--- config.mk ---
export PLATFORM = sky130hd
export DESIGN_NAME = dual_tick_timer
export DESIGN_NICKNAME = d
export VERILOG_FILES = /design/src/rtl/dtt_pkg.sv /design/src/rtl/dtt_counter.sv /design/src/rtl/dtt_irq.sv /design/src/rtl/dual_tick_timer.sv
export SDC_FILE = /design/constraint.sdc
export NUM_CORES = 1
export LEC_CHECK = 0
export ABC_AREA = 1
export BUFFER_PORTS_ARGS = -buffer_cell sky130_fd_sc_hd__buf_2
export CORE_ASPECT_RATIO = 1.4
export CORE_MARGIN = 1.5
export CORE_UTILIZATION = 50
export DETAILED_ROUTE_END_ITERATION = 16
export GPL_ROUTABILITY_DRIVEN = 0
export PLACE_DENSITY = 0.69
export SETUP_SLACK_MARGIN = 0.15
export SLEW_MARGIN = 20
export SYNTH_ARGS = -nofsm -noshare
export SYNTH_HDL_FRONTEND = slang
export SYNTH_SLANG_ARGS = --single-unit
--- constraint.sdc ---
create_clock -name clk -period 2.3 [get_ports clk]
set_input_delay 0.46 -clock clk [delete_from_list [all_inputs] [get_ports clk]]
set_output_delay 0.46 -clock clk [all_outputs]
set_load 0.02 [all_outputs]
--- src/rtl/dtt_pkg.sv ---
package dtt_pkg;
  typedef enum logic [1:0] {
    OP_LOAD = 2'd0,
    OP_HOLD = 2'd1,
    OP_RUN  = 2'd2,
    OP_RSVD = 2'd3
  } dtt_op_e;

  localparam int NUM_TMR    = 2;
  localparam int CTRL_W     = 5;
  localparam int SRC_BASE   = 4;
  localparam int TMR_STRIDE = 'h10;
  localparam int OFF_DIV    = 'h00;
  localparam int OFF_CNT    = 'h04;
  localparam int OFF_CTRL   = 'h08;
  localparam int OFF_MASK   = 'h48;
  localparam int OFF_ACK    = 'h4C;
  localparam int OFF_RAW    = 'h50;
  localparam int OFF_MSKD   = 'h54;
endpackage

--- src/rtl/dtt_counter.sv ---
module dtt_counter
  import dtt_pkg::*;
#(
  parameter int CNT_W   = 32,
  parameter int NUM_SRC = 4
) (
  input  logic               clk,
  input  logic               rst_n,
  input  logic               div_we,
  input  logic               ctrl_we,
  input  logic [CNT_W-1:0]   wdata,
  input  logic [NUM_SRC-1:0] tick_vec,
  output logic [CNT_W-1:0]   div_o,
  output logic [CTRL_W-1:0]  ctrl_o,
  output logic [CNT_W-1:0]   count_o,
  output logic               expire_o
);
  logic [CNT_W-1:0]  div_q, div_d, cnt_q, cnt_d;
  logic [CTRL_W-1:0] ctrl_q, ctrl_d;
  logic              run_q, run_d;
  logic              tick_sel;
  dtt_op_e           wop;

  assign wop = dtt_op_e'(wdata[1:0]);

  always_comb begin
    tick_sel = 1'b0;
    for (int s = 0; s < NUM_SRC; s++) begin
      if (32'(ctrl_q[CTRL_W-1:2]) == 32'(SRC_BASE + s)) tick_sel = tick_vec[s];
    end
  end

  always_comb begin
    div_d    = div_we ? wdata : div_q;
    ctrl_d   = ctrl_q;
    cnt_d    = cnt_q;
    run_d    = run_q;
    expire_o = 1'b0;
    if (ctrl_we) begin
      ctrl_d = wdata[CTRL_W-1:0];
      case (wop)
        OP_LOAD: begin cnt_d = div_q; run_d = 1'b0; end
        OP_RUN:  run_d = 1'b1;
        default: run_d = 1'b0;
      endcase
    end else if (run_q && tick_sel) begin
      if (cnt_q == '0) begin
        cnt_d    = div_q;
        expire_o = 1'b1;
      end else begin
        cnt_d = cnt_q - 1'b1;
      end
    end
  end

  always_ff @(posedge clk or negedge rst_n) begin
    if (!rst_n) begin
      div_q  <= '0;
      ctrl_q <= '0;
      cnt_q  <= '0;
      run_q  <= 1'b0;
    end else begin
      div_q  <= div_d;
      ctrl_q <= ctrl_d;
      cnt_q  <= cnt_d;
      run_q  <= run_d;
    end
  end

  assign div_o   = div_q;
  assign ctrl_o  = ctrl_q;
  assign count_o = cnt_q;


  hold_stable_chk: assert property (@(posedge clk) disable iff (!rst_n)
    (!run_q && !ctrl_we) |=> $stable(count_o));

  run_dec_chk: assert property (@(posedge clk) disable iff (!rst_n)
    (run_q && tick_sel && !ctrl_we && cnt_q != '0) |=> (count_o == $past(cnt_q) - 1'b1));
endmodule

--- src/rtl/dtt_irq.sv ---
module dtt_irq #(
  parameter int N = 2
) (
  input  logic         clk,
  input  logic         rst_n,
  input  logic [N-1:0] set_i,
  input  logic         mask_we,
  input  logic         ack_we,
  input  logic [N-1:0] wdata,
  output logic [N-1:0] mask_o,
  output logic [N-1:0] status_o,
  output logic         irq_o
);
  logic [N-1:0] st_q, st_d, mk_q, mk_d;

  always_comb begin
    mk_d = mask_we ? wdata : mk_q;
    st_d = st_q;
    if (ack_we) st_d = st_d & ~wdata;
    st_d = st_d | set_i;
  end

  always_ff @(posedge clk or negedge rst_n) begin
    if (!rst_n) begin
      st_q <= '0;
      mk_q <= '0;
    end else begin
      st_q <= st_d;
      mk_q <= mk_d;
    end
  end

  assign mask_o   = mk_q;
  assign status_o = st_q;
  assign irq_o    = |(st_q & mk_q);


  status_rise_chk: assert property (@(posedge clk) disable iff (!rst_n)
    ($countones(st_q & ~$past(st_q)) != 0) |-> ($past(set_i) != '0));

  ack_clear_chk: assert property (@(posedge clk) disable iff (!rst_n)
    (ack_we && ((wdata & ~set_i) != '0)) |=> ((st_q & $past(wdata & ~set_i)) == '0));

  irq_cause_chk: assert property (@(posedge clk) disable iff (!rst_n)
    $rose(irq_o) |-> ($past(set_i) != '0 || $past(mask_we)));
endmodule

--- src/rtl/dual_tick_timer.sv ---
module dual_tick_timer
  import dtt_pkg::*;
#(
  parameter int ADDR_W  = 7,
  parameter int DATA_W  = 32,
  parameter int NUM_SRC = 4
) (
  input  logic               clk,
  input  logic               rst_n,
  input  logic [ADDR_W-1:0]  bus_addr,
  input  logic               bus_we,
  input  logic [DATA_W-1:0]  bus_wdata,
  output logic [DATA_W-1:0]  bus_rdata,
  input  logic [NUM_SRC-1:0] tick_en,
  output logic               irq
);
  logic [DATA_W-1:0]  div_a  [NUM_TMR];
  logic [DATA_W-1:0]  cnt_a  [NUM_TMR];
  logic [CTRL_W-1:0]  ctrl_a [NUM_TMR];
  logic [NUM_TMR-1:0] expire;
  logic [NUM_TMR-1:0] mask, status;
  logic               mask_we, ack_we;

  for (genvar g = 0; g < NUM_TMR; g++) begin : g_tmr
    localparam logic [ADDR_W-1:0] A_DIV  = ADDR_W'(g * TMR_STRIDE + OFF_DIV);
    localparam logic [ADDR_W-1:0] A_CTRL = ADDR_W'(g * TMR_STRIDE + OFF_CTRL);
    dtt_counter #(.CNT_W(DATA_W), .NUM_SRC(NUM_SRC)) u_cnt (
      .clk      (clk),
      .rst_n    (rst_n),
      .div_we   (bus_we && bus_addr == A_DIV),
      .ctrl_we  (bus_we && bus_addr == A_CTRL),
      .wdata    (bus_wdata),
      .tick_vec (tick_en),
      .div_o    (div_a[g]),
      .ctrl_o   (ctrl_a[g]),
      .count_o  (cnt_a[g]),
      .expire_o (expire[g])
    );
  end

  assign mask_we = bus_we && bus_addr == ADDR_W'(OFF_MASK);
  assign ack_we  = bus_we && bus_addr == ADDR_W'(OFF_ACK);

  dtt_irq #(.N(NUM_TMR)) u_irq (
    .clk      (clk),
    .rst_n    (rst_n),
    .set_i    (expire),
    .mask_we  (mask_we),
    .ack_we   (ack_we),
    .wdata    (bus_wdata[NUM_TMR-1:0]),
    .mask_o   (mask),
    .status_o (status),
    .irq_o    (irq)
  );

  always_comb begin
    bus_rdata = '0;
    for (int i = 0; i < NUM_TMR; i++) begin
      if (bus_addr == ADDR_W'(i * TMR_STRIDE + OFF_DIV))  bus_rdata = div_a[i];
      if (bus_addr == ADDR_W'(i * TMR_STRIDE + OFF_CNT))  bus_rdata = cnt_a[i];
      if (bus_addr == ADDR_W'(i * TMR_STRIDE + OFF_CTRL)) bus_rdata = DATA_W'(ctrl_a[i]);
    end
    if (bus_addr == ADDR_W'(OFF_MASK)) bus_rdata = DATA_W'(mask);
    if (bus_addr == ADDR_W'(OFF_RAW))  bus_rdata = DATA_W'(status);
    if (bus_addr == ADDR_W'(OFF_MSKD)) bus_rdata = DATA_W'(status & mask);
  end


  expire_reload_chk: assert property (@(posedge clk) disable iff (!rst_n)
    expire[0] |=> (cnt_a[0] == div_a[0]));
endmodule

==> impl_metrics.tcl <==
set metrics [dict create \
    ant_nets 0 \
    rr_startpoint "g_tmr[1].u_cnt.count_o[24]$_DFFE_PN0P_" \
    slew_headroom_pct 60.1 \
    ys_seq_area_share_pct 39.1 \
    rsz0062_at_grt "true" \
    clk_latency_ns 0.43 \
    grt_util_met2_pct 52.0 \
    ys_ff_latch 144 \
    grt_usage_pct 31.3 \
    fmax_mhz 449 \
    ir_drop_mv 0.428 \
    finalNetCount 1556 \
    r2r_cells 11 \
    cts_tree "yes" \
    synth_cells 1367 \
    dp_hpwl_um 21100 \
    synth_top_family_by_area "simple AND/OR/NAND/NOR gates" \
    port_buffers 78 \
    finalSetupViolCount 0 \
    crit_path_start_kind "primary input" \
    fin_area_um2 11800 \
    grt_start_max_net_pins 65 \
    syn_area_per_cell_um2 6.74 \
    timing.rr.end "g_tmr[1].u_cnt.count_o[19]$_DFFE_PN0P_" \
    synth-xor-area-share_pct 2.28 \
    fin_skew_ns 0.00914 \
    start_util_pct 51.2 \
    layout-drive-gt1-share_pct 21.0 \
    fillers 1633 \
    wire_per_inst_um 17.3 \
    finalCritPeriodShare_pct 96.8 \
    critical_path_class "in -> out" \
    crit_fanout 6 \
    cts_root_buffer "clkbuf_16" \
    cts.clk_slew.worst_paths_ns 0.07 \
    synth_fa_ha_area_share_pct 0.408 \
    hp-class "in -> reg" \
    place_area_um2 10300 \
    hold_viol 0 \
    viasPerCell 5.45 \
    htree_num_levels 4 \
    syn_nets 1416 \
    core-area_um2 18000 \
    synth_mux_area_share_pct 0 \
    grt_pass1_vias 9115 \
    status "finished, final reports clean" \
    fp.dieH_um 164 \
    grt-ovfl-total 0 \
    critPathCaptureType "output port" \
    synthToLayoutAreaGrowth_pct 28.3 \
    syn_area_um2 9210 \
    holdPathStages 2 \
    arrival_ns 1.77 \
    diodes 0 \
    num_rows 58 \
    antenna_found_initial 0 \
    design.portCount 79 \
    drt-total-wl_um 30500 \
    min-delay-start "bus_wdata[0]" \
    p_leak_nw 5.79 \
    synthDistinctLibCells 37 \
    rrSetupSlack_ns 0.32 \
    drtIter0Drc 1006 \
    cap_violations 0 \
    grt_pass1_wl_um 47100 \
    first_pass_iters 7 \
    yosysWarnings 0 \
    maxSlewViolCount 0 \
    max_slew.worst_pin.slew_ns 0.599 \
    use_met3_pct 4.22 \
    totalPowerFinal_w 0.00635 \
    dr_total_vias 9591 \
    clk_path_buf_depth 2 \
    die_w_um 118 \
    required_ns 1.84 \
    synth_compound_area_share_pct 13.2 \
    clock_sinks 144 \
    yosys.area_share.simple_pct 34.4 \
    top_usage_layer "met2" \
    met1_usage_pct 40.7 \
    p_per_area_nw_per_um2 538 \
    drc_errors 0 \
    min_to "g_tmr[0].u_cnt.run_q$_DFFE_PN0P_" \
    final.setup.tns_ns 0 \
    die_area_um2 19300 \
    cts_inserted_buffers 17 \
    final.min_clock_period_ns 2.23 \
]
==> where the power goes <==
part / switching (W) / internal [W] / total, W
logic: 0.000413 / 0.000250 / 0.000663
registers: 0.000156 / 0.00269 / 0.00285
clock network: 0.00119 / 0.00165 / 0.00284
==> registers in the layout (all words and copies together), names as in the netlist <==
register / count
u_irq.status_o: 2
g_tmr.u_cnt.ctrl_o: 10
g_tmr.u_cnt.count_o: 64
g_tmr.u_cnt.div_o: 64
g_tmr.u_cnt.run_q: 2
u_irq.mask_o: 2
==> metal layers <==
layer | part of all wire (%) | vias to the layer above
li1 | - | 4645
met1 | 40 | 4459
met2 | 48 | 400
met3 | 6.5 | 87
met4 | 4.6 | 0
met5 | 0 | -
==> kinds of logic after synthesis <==
group,Yosys count
xor gates and xnor gates,24
and+or+nand+nor,735
DFF,144
buffers and inverters,233
AOI/OAI and AO/OA,228
adders and majority gates,3
==> cell type report <==
cell class              count  area (um^2)  area share, %
clock buffers              19          443           3.75
clock inverters            13          151           1.28
inverters                 185          712           6.03
multi-input cells         992         5100           43.2
flip-flops and latches    144         3600           30.5
well taps                 240          300           2.54
repair buffers            167         1500           12.7
==> Yosys cell counts <==
cell	count	area share (%)
o22ai_1	25	1.7
o21ai_1	39	2.1
buf_4	3	0.24
o2111ai_1	1	0.095
nand2_1	424	17
xor2_1	21	2.0
nand3_4	2	0.38
a21oi_1	44	2.4
nand2_4	2	0.24
ha_1	3	0.41
buf_2	16	0.87
or2_2	2	0.14
o221ai_1	1	0.095
nand3_2	4	0.43
nor2_1	148	6.0
xnor2_1	3	0.29
a31oi_1	1	0.068
and2_1	2	0.14
o21ai_4	1	0.18
o21ai_0	112	6.1
nand4_4	1	0.23
inv_1	177	7.2
inv_2	8	0.33
nor2_4	9	1.1
nor2_2	7	0.48
buf_1	2	0.082
dfrtp_1	144	39
nand2_2	5	0.34
o22ai_4	1	0.22
clkbuf_1	18	0.73
a22o_1	1	0.095
buf_6	9	1.1
nor3_1	2	0.11
nand4_1	20	1.4
nand3_1	105	5.7
o31ai_1	2	0.16
nor2_8	2	0.43
==> what timing repair did <==
item / 4_1_cts / 5_1_grt
cloned: 1 / 5
pin swaps: 21 / 16
hold endpoints to repair: 40 / 0
setup buffers: 7 / 6
hold buffers: 1 / 0
setup endpoints to repair: 54 / 60
resized for setup: 144 / 56
==> worst max-delay path, cell delays in order <==
cell and delay, ns:
buf_6 0.11, inv_4 0.05, nand2_4 0.06, nor2_4 0.15, buf_6 0.12, inv_4 0.03
nor2_4 0.14, inv_4 0.09, o21ai_2 0.15, inv_1 0.06, a21oi_2 0.17, buf_4 0.17
==> placed cells by master (no fill, tap or decap), drive strengths merged, types with 3 or more instances in the layout <==
cell / instances
a21oi: 44
buf: 163
clkbuf: 22
clkinvlp: 4
dfrtp: 144
ha: 3
inv: 190
nand2: 431
nand3: 111
nand4: 21
nor2: 167
o21ai: 153
o22ai: 26
xnor2: 3
xor2: 21
==> how the worst max path moves through the flow <==
stage / endpoint / cells after the start / start
detailed placement: bus_rdata[24] / 13 / bus_addr[3]
global placement: bus_rdata[24] / 9 / bus_addr[1]
global route: bus_rdata[1] / 11 / bus_addr[0]
floorplan: bus_rdata[10] / 8 / bus_addr[0]
finish: bus_rdata[3] / 12 / bus_addr[1]
CTS: bus_rdata[16] / 11 / bus_addr[0]
==> stage by stage <==
| step | cells | util (%) | hold slack (ns) | setup WS (ns) |
|---|---|---|---|---|
| 2_1_floorplan | 1367 | - | 0.164 | 0.0704 |
| 3_3_place_gp | 1708 | 57.2 | 0.434 | -0.0920 |
| 3_5_place_dp | 1708 | 57.2 | 0.432 | -0.102 |
| 4_1_cts | 1749 | 63.7 | 0.241 | 0.0882 |
| 5_1_grt | 1760 | 65.6 | 0.260 | 0.0270 |
| 6_report | 1760 | 65.6 | 0.244 | 0.0745 |
(Power assumes the default switching activity.)
